File: src/rtl/cc_timer_event.sv
module cc_timer_event #(
  parameter int CNT_W = 32,
  parameter int AW    = 2
) (
  input  logic             clk,
  input  logic             rst_n,
  input  logic             wr_en,
  input  logic [AW-1:0]    addr,
  input  logic [CNT_W-1:0] wr_data,
  output logic [CNT_W-1:0] rd_data,
  input  logic             cap_in,
  output logic             irq,
  output logic             dma_req
);
  localparam logic [AW-1:0] A_MODE = AW'(0);
  localparam logic [AW-1:0] A_REF  = AW'(1);
  localparam logic [AW-1:0] A_CAP  = AW'(2);
  localparam logic [AW-1:0] A_EV   = AW'(3);
  localparam int MODE_W = 4;

  logic [CNT_W-1:0] cnt, ref_q, cap_q;
  logic [MODE_W-1:0] mode_q;
  logic [1:0] sync_q;
  logic cap_prev, ev_ref, ev_cap;

  wire [1:0] edge_sel = mode_q[1:0];
  wire       ref_ie   = mode_q[2];
  wire       dma_en   = mode_q[3];
  wire       cap_on   = |edge_sel;

  wire rise    = sync_q[1] & ~cap_prev;
  wire fall    = ~sync_q[1] & cap_prev;
  wire cap_hit = (edge_sel[0] & rise) | (edge_sel[1] & fall);
  wire ref_hit = (cnt == ref_q);
  wire ev_wr   = wr_en && (addr == A_EV);

  always_ff @(posedge clk) begin
    if (!rst_n) begin
      cnt      <= '0;
      sync_q   <= '0;
      cap_prev <= 1'b0;
    end else begin
      cnt      <= cnt + 1'b1;
      sync_q   <= {sync_q[0], cap_in};
      cap_prev <= sync_q[1];
    end
  end

  always_ff @(posedge clk) begin
    if (!rst_n) begin
      mode_q <= '0;
      ref_q  <= '1;
    end else if (wr_en) begin
      if (addr == A_MODE) mode_q <= wr_data[MODE_W-1:0];
      if (addr == A_REF)  ref_q  <= wr_data;
    end
  end

  always_ff @(posedge clk) begin
    if (!rst_n)       cap_q <= '0;
    else if (cap_hit) cap_q <= cnt;
  end

  always_ff @(posedge clk) begin
    if (!rst_n) begin
      ev_ref <= 1'b0;
      ev_cap <= 1'b0;
    end else begin
      ev_ref <= ref_hit | (ev_ref & ~(ev_wr & wr_data[1]));
      ev_cap <= cap_hit | (ev_cap & ~(ev_wr & wr_data[0]));
    end
  end

  always_comb begin
    unique case (addr)
      A_MODE:  rd_data = {{(CNT_W-MODE_W){1'b0}}, mode_q};
      A_REF:   rd_data = ref_q;
      A_CAP:   rd_data = cap_q;
      default: rd_data = {{(CNT_W-2){1'b0}}, ev_ref, ev_cap};
    endcase
  end

  wire pend = (ev_ref & ref_ie) | (ev_cap & cap_on);
  assign irq     = pend & ~dma_en;
  assign dma_req = pend & dma_en;


  ref_set_chk: assert property (@(posedge clk) disable iff (!rst_n)
    (cnt == ref_q) |=> ev_ref);

  w1c_clear_chk: assert property (@(posedge clk) disable iff (!rst_n)
    (wr_en && addr == A_EV && wr_data[1] && cnt != ref_q) |=> !ev_ref);

  w0_keep_chk: assert property (@(posedge clk) disable iff (!rst_n)
    (ev_cap && !(wr_en && addr == A_EV && wr_data[0])) |=> ev_cap);

  cap_off_chk: assert property (@(posedge clk) disable iff (!rst_n)
    (mode_q[1:0] == 2'b00 && !ev_cap) |=> !ev_cap);

  out_excl_chk: assert property (@(posedge clk) disable iff (!rst_n)
    !(irq && dma_req));

  cap_load_chk: assert property (@(posedge clk) disable iff (!rst_n)
    $rose(ev_cap) |-> cap_q == $past(cnt));
endmodule

File: config.mk
export PLATFORM = sky130hd
export DESIGN_NAME = cc_timer_event
export DESIGN_NICKNAME = d
export VERILOG_FILES = /design/src/rtl/cc_timer_event.sv
export SDC_FILE = /design/constraint.sdc
export NUM_CORES = 1
export LEC_CHECK = 0
export BUFFER_PORTS_ARGS = -buffer_cell sky130_fd_sc_hd__buf_2
export CELL_PAD_IN_SITES_DETAIL_PLACEMENT = 0
export CELL_PAD_IN_SITES_GLOBAL_PLACEMENT = 2
export CORE_ASPECT_RATIO = 1.4
export CORE_MARGIN = 3
export CORE_UTILIZATION = 34
export CTS_CLUSTER_DIAMETER = 50
export DETAILED_ROUTE_END_ITERATION = 8
export PLACE_DENSITY_LB_ADDON = 0.1
export SLEW_MARGIN = 20
export SYNTH_ARGS = -nofsm -noshare
export SYNTH_HDL_FRONTEND = slang
export SYNTH_SLANG_ARGS = --single-unit
File: constraint.sdc
create_clock -name clk -period 2.45 [get_ports clk]
set_input_delay 0 -clock clk [delete_from_list [all_inputs] [get_ports clk]]
set_output_delay 0 -clock clk [all_outputs]
set_load 0.02 [all_outputs]
=== After elaboration in Yosys (flattened, before gate mapping) ===
Index checks and enable logic that the tools add are counted.
Widths: inputs -> output; s select.

* $add $sub $neg: 1
* Multipliers: 0
* Div/mod/pow operators: 0
* Magnitude comparators: 0
* Eq/ne operators: 4
* Shift-type cells: 0
* Mux-type cells: 1
* Bitwise logic cells: 21
* Reductions and logical operators: 5

{| class="wikitable"
|+ Operators with widths
! cell !! number
|-
| $pmux 32 s3 || 1
|-
| $add 32x1->32 const B || 1
|-
| $eq 32x32->1 || 1
|-
| $and 1x1->1 || 12
|-
| $not 1->1 || 5
|-
| $eq 2x2->1 const B || 2
|-
| $or 1x1->1 || 4
|-
| $reduce_and 2->1 || 2
|-
| $eq 2x1->1 const B || 1
|-
| $logic_not 2->1 || 1
|-
| $reduce_or 2->1 || 1
|-
| $logic_and 1x1->1 || 1
|}

* Register bits: 105
* Latch bits: 0
* Bits in writable memories: 0
* Memory bits (read-only): 0
* Input bits: 38
* Output and inout port bits: 34
* Memories kept: 0

=== Depth between registers and ports, before layout ===
Gate-level depths: netlist (run 1).

* Depth in word-level cells: 6
* Gate-level depth with buffers: 7
* Gate-level depth less buffers: 6

=== Least setup slack after synthesis (run 1) ===
No wires, ideal clock.

* Path kind: register to register
* From: register cnt[0]
* To: register cnt[28]
* Library setup time: 0.115 ns
* Data arrival time: 1.581 ns
* Setup slack: 0.754 ns
* Stages on the path, launching flop included: 7
* Clock period less this slack: 1.696 ns
* Path through: dfxtp_1 -> ha_1 -> nand4_1 -> nor4_4 -> nand4_1 -> xnor2_1 -> and2_1

* Cells in the longest elaborated chain, start to end: 1

{| class="wikitable"
|+ Ends and longest elaborated chain
! item !! line !! source
|-
| start, declared || 21 || <nowiki>logic [CNT_W-1:0] cnt, ref_q, cap_q;</nowiki>
|-
| start signal, assigned || 43 || <nowiki>cnt <= cnt + 1'b1;</nowiki>
|-
| $add 32x1->32 || 43 ||
|}

Every way passes these cells.
A chain may end at the register's enable or synchronous reset.

=== Final worst setup path (run 1) ===
Ends and elaborated chain as after synthesis.

==> results by group, run 1 <==
Yosys
  – Synthesized flop and latch total: 105
  – Top cell type's share of synthesized area: roughly 44%
  – Post-synth ARST share: 0%
  – Unique masters post-synth: 39
  – Synth Cell Area: between 0.004 and 0.005 mm^2
  – Top cells by area, synth: dfxtp_1, nand2_1, xnor2_1
  – Area leader, netlist: dfxtp_1
  – Primary FF master, synth: dfxtp_1
  – Syn Inst Count: around 560
  – Avg Synthesized Cell Area: about 8.6 um^2
  – Post-synth EDFFs: 0
  – Ys Warns: 0
  – Syn nets: 600
  – Register area share after synthesis: 43.6%

Global route
  – Total grt overflow: 0
  – Global-route wire length before repair: 21700 um
  – GRT Resource Usage Total: 17.3%
  – Number of global-route vias before repair: between 4000 and 5000
  – Largest net degree at the start of global routing: 108
  – Antenna violations before repair: 0

Die
  – Die area: about 0.016 mm^2
  – Die width: 107 um
  – Initial core utilization: a little over a third
  – Core Region: about 0.014 mm^2
  – IO Count: between 70 and 80
  – Die Span Y: around 150 um
  – FP Rows: 50

Timing
  – RSZ-0062 raised after global routing: no
  – Final Hold Viols: 0
  – FMAX: between 400 and 500 MHz
  – Setup violations, final: 0
  – Min cycle time layout: roughly 2000 ps
  – Layout Skew: 6.93 ps
  – Max-slew violations: 0
  – Relative slew slack: between 50% and 60%
  – Worst-margin pin slew: around 680 ps
  – Fin crit share: between 80% and 90%
  – Final setup TNS: 0 ps

Clocking
  – Post-CTS Resized: 0
  – CTS HTree Levels: 3
  – Root Buffer: clkbuf_16
  – Clock Pin Slew Worst Setup and Hold Paths: 70 ps
  – Clock sink total: 105
  – Clk buf depth: 2
  – CTS tree: yes
  – CTS buffer count: 9
  – Latest clock arrival within the worst-skew pair: approximately 350 ps

Routing
  – Vias: 4038
  – Pre-antenna DRT Iters: 4
  – Final ANT Viol Nets: 0
  – WL/cell: between 15 and 20 um
  – WL final: ~13000 um
  – First DRT Iteration DRCs: 140
  – Residual DRC: 0
  – Avg Vias per Cell: just under 5

Worst setup path
  – Reg-to-reg critical path endpoint: cnt[28]
  – Critical Path RT: 2690 ps
  – R2R cell count: 6
  – Crit Path Max Fanout: 8
  – Internal reg-to-reg setup slack: between 400 and 500 ps
  – Reg2reg start: cnt[0]
  – Max incr delay on CP: about 540 ps
  – Crit path launch type: register
  – Most frequent CP cell: nand4_1
  – Crit end category: register
  – Critical-path cell list: ha_1 -> nand4_1 -> nor4_4 -> nand4_1 -> xnor2_1 -> and2_1
  – Critical path class: register to register
  – CP arrival: around 2300 ps
  – Worst setup path endpoint: cnt[28]
  – Critical Path Start: cnt[0]
  – Slowest CP cell: nor4_4

Worst hold path
  – Hold Path Class: primary input to register

Finish
  – Commonest non-fill, non-tap cells in the layout: nand2_1, dfxtp_1, buf_2
  – FF+latch area: approximately 0.0021 mm^2
  – Layout cells sized above 1: 17.2%
  – Final net count: roughly 700
  – Most common cell after layout, fill and taps aside: nand2_1
  – P&R area growth vs syn: 24.1%
  – Area of the multi-input gates: 0.00257 mm^2
  – Filler cells: ~1400
  – Ant. Diodes: 0

Run status
  – Status: finished, final reports clean

Placement
  – Routability Congestion: about 0.82
  – IO buf count: ~70
  – HPWL after DPL: around 9300 um

Power and ir drop
  – Max VDD drop: approximately 0.27 mV
  – Final Power: roughly 3.6 mW
  – P per Cell Area: 604 mW/mm^2
  – Leak Pwr: between 2 and 2.5 nW

Flow run
  – Max-cap violations: 0
-- worst max-delay path, delay by kind of cell (launching register included) --
kind / cells / cell delay [ps]
xor+xnor: 1 / 150
fa+ha+maj: 1 / 250
flops: 1 / 440
simple gates: 4 / 1090
-- synthesized netlist by cell type (2+ instances only) --
library cell / instances
and2_1: 30
a21boi_1: 2
xnor2_1: 49
nor2b_1: 10
a22o_1: 28
nand3_1: 44
nor4_1: 2
buf_2: 6
dfxtp_1: 105
nor2_1: 2
nand2_1: 143
xor2_1: 9
mux2i_1: 8
o21ai_0: 5
and3_1: 7
nand2b_1: 2
mux4_2: 2
nor3_1: 2
or3_1: 2
or2_2: 2
nand4_1: 17
inv_1: 2
a21boi_0: 34
clkbuf_1: 33
-- flip-flops by register name, indices dropped and copies added, names as in the netlist --
register and flops:
cap_prev 1, cap_q 32, cnt 32, ev_cap 1
ev_ref 1, mode_q 4, ref_q 32, sync_q 2
-- how the worst min path moves through the flow --
stage | end | start | slack [ps] | cells past startpoint
global placement | ref_q[7] | wr_data[7] | 210 | 3
floorplan | ref_q[0] | wr_data[0] | 120 | 2
CTS | ev_cap | wr_en | 50 | 4
finish | ev_cap | wr_en | 60 | 4
detailed placement | sync_q[0] | cap_in | 210 | 2
global route | ev_cap | wr_en | 120 | 4
-- kinds of logic (layout without fill, tap and decap cells) --
logic type / count (synthesis) / count (layout) / synth area share (%)
XOR/XNOR: 58 / 58 / 10.5
AO/OA/AOI/OAI: 73 / 73 / 11.7
adder cells (fa/ha/maj): 1 / 1 / 0.259
flip-flops: 105 / 105 / 43.6
AND/OR/NAND/NOR: 273 / 273 / 28.0
multiplexers: 10 / 10 / 2.59
buffers and inverters: 41 / 132 / 3.34
-- repair_timing --
action / CTS / global route
endpoints found under the hold margin: 38 / 0
buffers inserted: 0 / 0
hold buffers: 33 / 0
-- layout make-up --
cell class / instances / share of cell area, %
multi-input combinational: 415 / 42.9
inverter: 2 / 0.125
clock buffer: 10 / 3.99
tap: 182 / 3.80
clock inverter: 6 / 1.11
timing repair buffer: 114 / 12.9
sequential: 105 / 35.1
-- routing by layer --
layer	GRT usage (%)	part of all wire [%]	vias to the layer above
met5	0	0	-
met4	5.05	1.5	0
met3	2.55	1.8	13
met2	30.8	51	39
met1	21.6	45	1925
li1	-	-	2061
-- where the power goes --
group          leakage (nW)  switching [mW]  total (mW)  internal, mW
Sequential            0.852          0.0417        1.78          1.74
Combinational          1.45           0.186       0.357         0.171
Clock                 0.153           0.652        1.48         0.824
-- per-stage QoR --
step,setup slack [ps],hold WS (ps),utilization [%],cells,area (um^2)
after floorplan,754,124,-,561,4830
after global placement,495,208,39.2,785,5350
after detailed placement,406,211,39.2,785,5350
after CTS,381,46.6,43.9,834,5990
after global routing,197,120,43.9,834,5990
final,401,57.7,43.9,834,5990
Power figures use the tool's default switching activity.
==> run 2: changes to the inputs <==
--- a/config.mk
+++ b/config.mk
@@ -10,7 +10,7 @@
 export CELL_PAD_IN_SITES_GLOBAL_PLACEMENT = 2
 export CORE_ASPECT_RATIO = 1.4
 export CORE_MARGIN = 3
-export CORE_UTILIZATION = 34
+export CORE_UTILIZATION = 31
 export CTS_CLUSTER_DIAMETER = 50
 export DETAILED_ROUTE_END_ITERATION = 8
 export PLACE_DENSITY_LB_ADDON = 0.1
==> constraint.sdc (replaced) <==
create_clock -name clk -period 1.7 [get_ports clk]
set_input_delay 0 -clock clk [delete_from_list [all_inputs] [get_ports clk]]
set_output_delay 0 -clock clk [all_outputs]
set_load 0.02 [all_outputs]
==> run 2 against run 1 <==
Effect of this change:
- critical path type unchanged
- final cell count grew 4.9%
- critical endpoint is now cnt[14]
- via count grew 5.1%
- first-iteration DRC count grew 13%
- clock skew grew 0.96 ps
- count of clock-buffer cells in the layout shrank 1
- clock power grew 60%
- sequential share of layout area shrank 2.0 points
- wire length grew 7.0%
- total power grew 52%
- highest routed layer unchanged
- sequential power grew 44%
- largest power group unchanged
==> results by group, run 2 (synthesized netlist as in run 1, its figures left out) <==
Run status
  – Status: finished, final reports clean (unchanged)

Flow run
  – Max-cap violations: 0 (unchanged)

Timing
  – Fin crit share: 93.8% (was 83.6%)
  – Relative slew slack: 61.5% (was 54.6%)
  – Max-slew violations: 0 (unchanged)
  – FMAX: 627 MHz (was 488 MHz)
  – Final Hold Viols: 0 (unchanged)
  – Layout Skew: 7.89 ps (was 6.93 ps)
  – Worst-margin pin slew: 578 ps (was 679 ps)
  – RSZ-0062 raised after global routing: no (unchanged)
  – Setup violations, final: 0 (unchanged)
  – Min cycle time layout: 1590 ps (was 2050 ps)

Worst setup path
  – Reg2reg start: cnt[0] (unchanged)
  – Critical path class: register to register (unchanged)
  – Crit Path Max Fanout: 4 (was 8)
  – Critical Path Start: cnt[0] (unchanged)
  – Crit path launch type: register (unchanged)
  – Critical Path RT: 1950 ps (was 2690 ps)
  – Crit end category: register (unchanged)
  – CP arrival: 1850 ps (was 2290 ps)

Power and ir drop
  – Final Power: 5.49 mW (was 3.62 mW)
  – Max VDD drop: 0.572 mV (was 0.267 mV)
  – Leak Pwr: 2.66 nW (was 2.46 nW)
  – P per Cell Area: 862 mW/mm^2 (was 604 mW/mm^2)

Die
  – Core Region: 0.0151 mm^2 (was 0.0136 mm^2)
  – IO Count: 72 (unchanged)
  – Die width: 111 um (was 107 um)
  – Die Span Y: 154 um (was 147 um)
  – Die area: 0.0171 mm^2 (was 0.0157 mm^2)
  – Initial core utilization: 31.9% (was 35.4%)
  – FP Rows: 53 (was 50)

Clocking
  – Root Buffer: clkbuf_16 (unchanged)
  – Clk buf depth: 2 (unchanged)
  – CTS tree: yes (unchanged)
  – Clock sink total: 105 (unchanged)
  – Latest clock arrival within the worst-skew pair: 350 ps (about the same)
  – CTS HTree Levels: 3 (unchanged)
  – CTS buffer count: 9 (unchanged)
  – Clock Pin Slew Worst Setup and Hold Paths: 70 ps (about the same)

Global route
  – Largest net degree at the start of global routing: 34 (was 108)
  – Antenna violations before repair: 0 (unchanged)
  – Number of global-route vias before repair: 4215 (was 4121)
  – GRT Resource Usage Total: 16.7% (was 17.3%)
  – Total grt overflow: 0 (unchanged)
  – Global-route wire length before repair: 22600 um (was 21700 um)

Finish
  – FF+latch area: 0.00211 mm^2 (was 0.00210 mm^2)
  – Layout cells sized above 1: 22.5% (was 17.2%)
  – Ant. Diodes: 0 (unchanged)
  – Top flop regs: cap_q (32), cnt (32), ref_q (32) (unchanged)
  – Filler cells: 1599 (was 1444)
  – Commonest non-fill, non-tap cells in the layout: nand2_1, dfxtp_1, buf_2 (unchanged)
  – P&R area growth vs syn: 32.0% (was 24.1%)
  – Final design utilization: 42.1% (was 43.9%)
  – Final net count: 718 (was 686)
  – Area of the multi-input gates: 0.00261 mm^2 (was 0.00257 mm^2)
  – Most common cell after layout, fill and taps aside: nand2_1 (unchanged)

Routing
  – Vias: 4244 (was 4038)
  – Final ANT Viol Nets: 0 (unchanged)
  – Avg Vias per Cell: 4.85 (was 4.84)
  – WL/cell: 16.0 um (was 15.7 um)
  – Residual DRC: 0 (unchanged)
  – First DRT Iteration DRCs: 158 (was 140)
  – Pre-antenna DRT Iters: 4 (unchanged)
  – WL final: 14000 um (was 13100 um)

Placement
  – HPWL after DPL: 10100 um (was 9280 um)
  – IO buf count: 71 (unchanged)
  – Routability Congestion: 0.816 (was 0.815)

Worst hold path
  – Hold Path Class: primary input to register (unchanged)
  – HP Start: wr_en (unchanged)
[run 2: what timing repair did]
action	in CTS	in global routing
buffers inserted	0	5
hold endpoints to repair	38	0
gates resized for setup	1	16
endpoints found under the setup margin	3	15
hold buffers	33	0
pin swaps	1	4
cloned	0	0
[run 2: cell type report]
type                       count  area share, %
multi-input combinational    415           41.0
sequential                   105           33.1
timing repair buffer         146           16.8
tap                          192           3.77
clock buffer                   9           3.54
clock inverter                 6           1.69
inverter                       2          0.118
[run 2: metrics by stage]
stage	cells	worst slack (ps)	hold slack (ps)	area, um^2	setup TNS (ps)
2_1_floorplan	561	4.15	124	4830	0
3_3_place_gp	822	29.8	208	5620	0
3_5_place_dp	822	-22.1	212	5620	-22.1
4_1_cts	870	5.32	40.9	6280	0
5_1_grt	875	5.31	88.4	6370	0
6_report	875	106	56.5	6370	0
[run 2: power by group]
part	internal, mW	total, mW	switching, mW
registers	2.51	2.56	0.0542
clock network	1.43	2.37	0.941
logic	0.268	0.557	0.289
total	4.20	5.49	1.28
[run 2: final timing paths]
| path | cells after the start | slack [ps] | to |
|---|---|---|---|
| hold / removal | 4 | 60 | ev_cap |
| setup reg to reg | 6 | 110 | cnt[14] |
| hold reg to reg | 1 | 450 | sync_q[1] |
| setup / recovery | 6 | 110 | cnt[14] |
[run 2: critical path, stage by stage, from the launching register on]
cell	delay (ps)
dfxtp_1	340
ha_2	180
nand4_1	200
or2_4	340
nor3_1	180
xor2_1	90
and2_1	160
[run 2: routing by layer]
layer  part of all wire [%]  GRT usage (%)  wire length, um  up-vias
met3                    2.5           2.24              355       15
met2                     52           29.6             7260       56
met1                     44           20.2             6150     2053
met5                      0              0                0        -
li1                       -              -                -     2120
met4                    1.9           6.72              266        0
==> run 3: changes to the inputs <==
--- a/config.mk
+++ b/config.mk
@@ -13,7 +13,7 @@
 export CORE_UTILIZATION = 31
 export CTS_CLUSTER_DIAMETER = 50
 export DETAILED_ROUTE_END_ITERATION = 8
-export PLACE_DENSITY_LB_ADDON = 0.1
+export PLACE_DENSITY = 0.77
 export SLEW_MARGIN = 20
 export SYNTH_ARGS = -nofsm -noshare
 export SYNTH_HDL_FRONTEND = slang
==> run 3 against run 2 <==
Effect of this change:
- combinational power is essentially flat
- non-clock buffer count grew 6
- clock power shrank 6%
- die area is the same
- largest power group unchanged
- total power shrank 2.8%
- wire length shrank 5.7%
==> results by group, run 3 (synthesized netlist as in run 1, its figures left out) <==
Run status
  – Status: finished, final reports clean (unchanged)

Finish
  – Ant. Diodes: 0 (unchanged)
  – Final design utilization: 42.1% (about the same)
  – Most common cell after layout, fill and taps aside: nand2_1 (unchanged)
  – P&R area growth vs syn: 31.8% (was 32.0%)
  – Layout cells sized above 1: 21.6% (was 22.5%)
  – Filler cells: 1563 (was 1599)
  – Final net count: 724 (was 718)
  – Commonest non-fill, non-tap cells in the layout: nand2_1, dfxtp_1, buf_2 (unchanged)
  – Top flop regs: cap_q (32), cnt (32), ref_q (32) (unchanged)

Routing
  – WL/cell: 15.0 um (was 16.0 um)
  – First DRT Iteration DRCs: 188 (was 158)
  – Met2 routed WL: 7000 um (was 7260 um)
  – M1 wire length: 5580 um (was 6150 um)
  – Vias: 4210 (was 4244)
  – Residual DRC: 0 (unchanged)
  – Final ANT Viol Nets: 0 (unchanged)
  – Met3 routed wirelength: 337 um (was 355 um)
  – Pre-antenna DRT Iters: 4 (unchanged)
  – WL final: 13200 um (was 14000 um)
  – Avg Vias per Cell: 4.77 (was 4.85)
  – Top layer reached by signal wires: met4 (unchanged)

Global route
  – GRT Resource Usage Total: 15.6% (was 16.7%)
  – Total grt overflow: 0 (unchanged)
  – Global-route wire length before repair: 21500 um (was 22600 um)
  – Number of global-route vias before repair: 4209 (was 4215)
  – Largest net degree at the start of global routing: 96 (was 34)
  – Antenna violations before repair: 0 (unchanged)

Timing
  – Layout Skew: 8.31 ps (was 7.89 ps)
  – Relative slew slack: 72.3% (was 61.5%)
  – Setup violations, final: 0 (unchanged)
  – Final Hold Viols: 0 (unchanged)
  – Worst-margin pin slew: 413 ps (was 578 ps)
  – Min cycle time layout: 1600 ps (was 1590 ps)
  – Max-slew violations: 0 (unchanged)
  – Fin crit share: 94.2% (was 93.8%)
  – FMAX: 625 MHz (was 627 MHz)

Die
  – Die Span Y: 154 um (unchanged)
  – Die area: 0.0171 mm^2 (unchanged)
  – Die width: 111 um (unchanged)
  – Initial core utilization: 31.9% (unchanged)
  – FP Rows: 53 (unchanged)
  – Core Region: 0.0151 mm^2 (unchanged)
  – IO Count: 72 (unchanged)

Clocking
  – Clock sink total: 105 (unchanged)
  – Clock Pin Slew Worst Setup and Hold Paths: 70 ps (about the same)
  – Root Buffer: clkbuf_16 (unchanged)
  – Latest clock arrival within the worst-skew pair: 350 ps (about the same)
  – Clk buf depth: 2 (unchanged)
  – CTS tree: yes (unchanged)
  – CTS buffer count: 9 (unchanged)
  – CTS HTree Levels: 3 (unchanged)

Power and ir drop
  – Max VDD drop: 0.356 mV (was 0.572 mV)
  – Leak Pwr: 2.64 nW (was 2.66 nW)
  – Final Power: 5.34 mW (was 5.49 mW)
  – P per Cell Area: 839 mW/mm^2 (was 862 mW/mm^2)

Worst setup path
  – Crit path launch type: register (unchanged)
  – Critical-path cell list: ha_2 -> nand4_1 -> nor4_4 -> buf_6 -> nand4_1 -> xnor2_1 -> and2_1 (was ha_2 -> nand4_1 -> or2_4 -> nor3_1 -> xor2_1 -> and2_1)
  – Max incr delay on CP: 340 ps (about the same)
  – Critical path class: register to register (unchanged)
  – Crit Path Max Fanout: 8 (was 4)
  – CP arrival: 1850 ps (about the same)
  – Most frequent CP cell: nand4_1
  – Critical Path RT: 1950 ps (about the same)
  – Slowest CP cell: dfxtp_2 (was dfxtp_1)
  – Crit end category: register (unchanged)

Placement
  – Routability Congestion: 0.810 (was 0.816)
  – HPWL after DPL: 9510 um (was 10100 um)
  – IO buf count: 71 (unchanged)

Flow run
  – Max-cap violations: 0 (unchanged)

Worst hold path
  – Hold Path Class: primary input to register (unchanged)
[run 3: changes by cell type in the layout (fill, tap and decap cells not counted), sizes merged]
cell and change:
buf -3, clkbuf +1, bufinv -1, clkinv +1, dlygate4sd3 +9
[run 3: critical path: cells and delay by family, from the launching register on]
family / cells / cell delay [ps]
buffers and inverters: 1 / 160
XOR/XNOR: 1 / 150
AND/OR/NAND/NOR: 4 / 680
flip-flops: 1 / 340
adder cells (fa/ha/maj): 1 / 170
[run 3: where the power goes]
group	switching [mW]	leakage [nW]	internal, mW	total (mW)
logic	0.283	1.63	0.275	0.558
registers	0.0514	0.855	2.51	2.56
clock network	0.931	0.152	1.28	2.22
total	1.27	2.64	4.07	5.34
[run 3: path summary, 6_finish.rpt]
| path | start | endpoint | slack, ps | cells past startpoint |
|---|---|---|---|---|
| hold / removal | rst_n | cap_q[9] | 30 | 2 |
| setup / recovery | cnt[1] | cnt[18] | 100 | 7 |
| setup reg to reg | cnt[1] | cnt[18] | 100 | 7 |
| hold reg to reg | sync_q[0] | sync_q[1] | 440 | 1 |
[run 3: area by class of cell]
cell class | instances | area [um^2] | area share (%)
clock buffer | 10 | 229 | 3.60
timing repair buffer | 152 | 1100 | 17.3
multi-input combinational | 415 | 2590 | 40.8
sequential | 105 | 2110 | 33.2
inverter | 2 | 7.51 | 0.118
tap | 192 | 240 | 3.78
clock inverter | 6 | 82.6 | 1.30
[run 3: metal layers]
| metal | global-route usage [%] | vias to the layer above |
|---|---|---|
| li1 | - | 2131 |
| met1 | 18.5 | 2009 |
| met2 | 27.9 | 53 |
| met3 | 2.52 | 17 |
| met4 | 6.38 | 0 |
| met5 | 0 | - |
[run 3: what timing repair did]
action	in CTS	in global routing
endpoints found under the hold margin	38	0
pin swaps	1	3
gates resized for setup	0	13
hold buffers	42	0
endpoints found under the setup margin	1	13
setup buffers	0	2
[run 3: metrics by stage]
step	hold slack, ps	instance area [um^2]	worst slack, ps	setup TNS (ps)	std cells
final	30.2	6360	99.4	0	882
after global routing	46.5	6360	-3.05	-4.11	882
after CTS	19.5	6310	7.69	0	880
after global placement	212	5580	63.2	0	822
after floorplan	124	4830	4.15	0	561
after detailed placement	212	5580	4.72	0	822
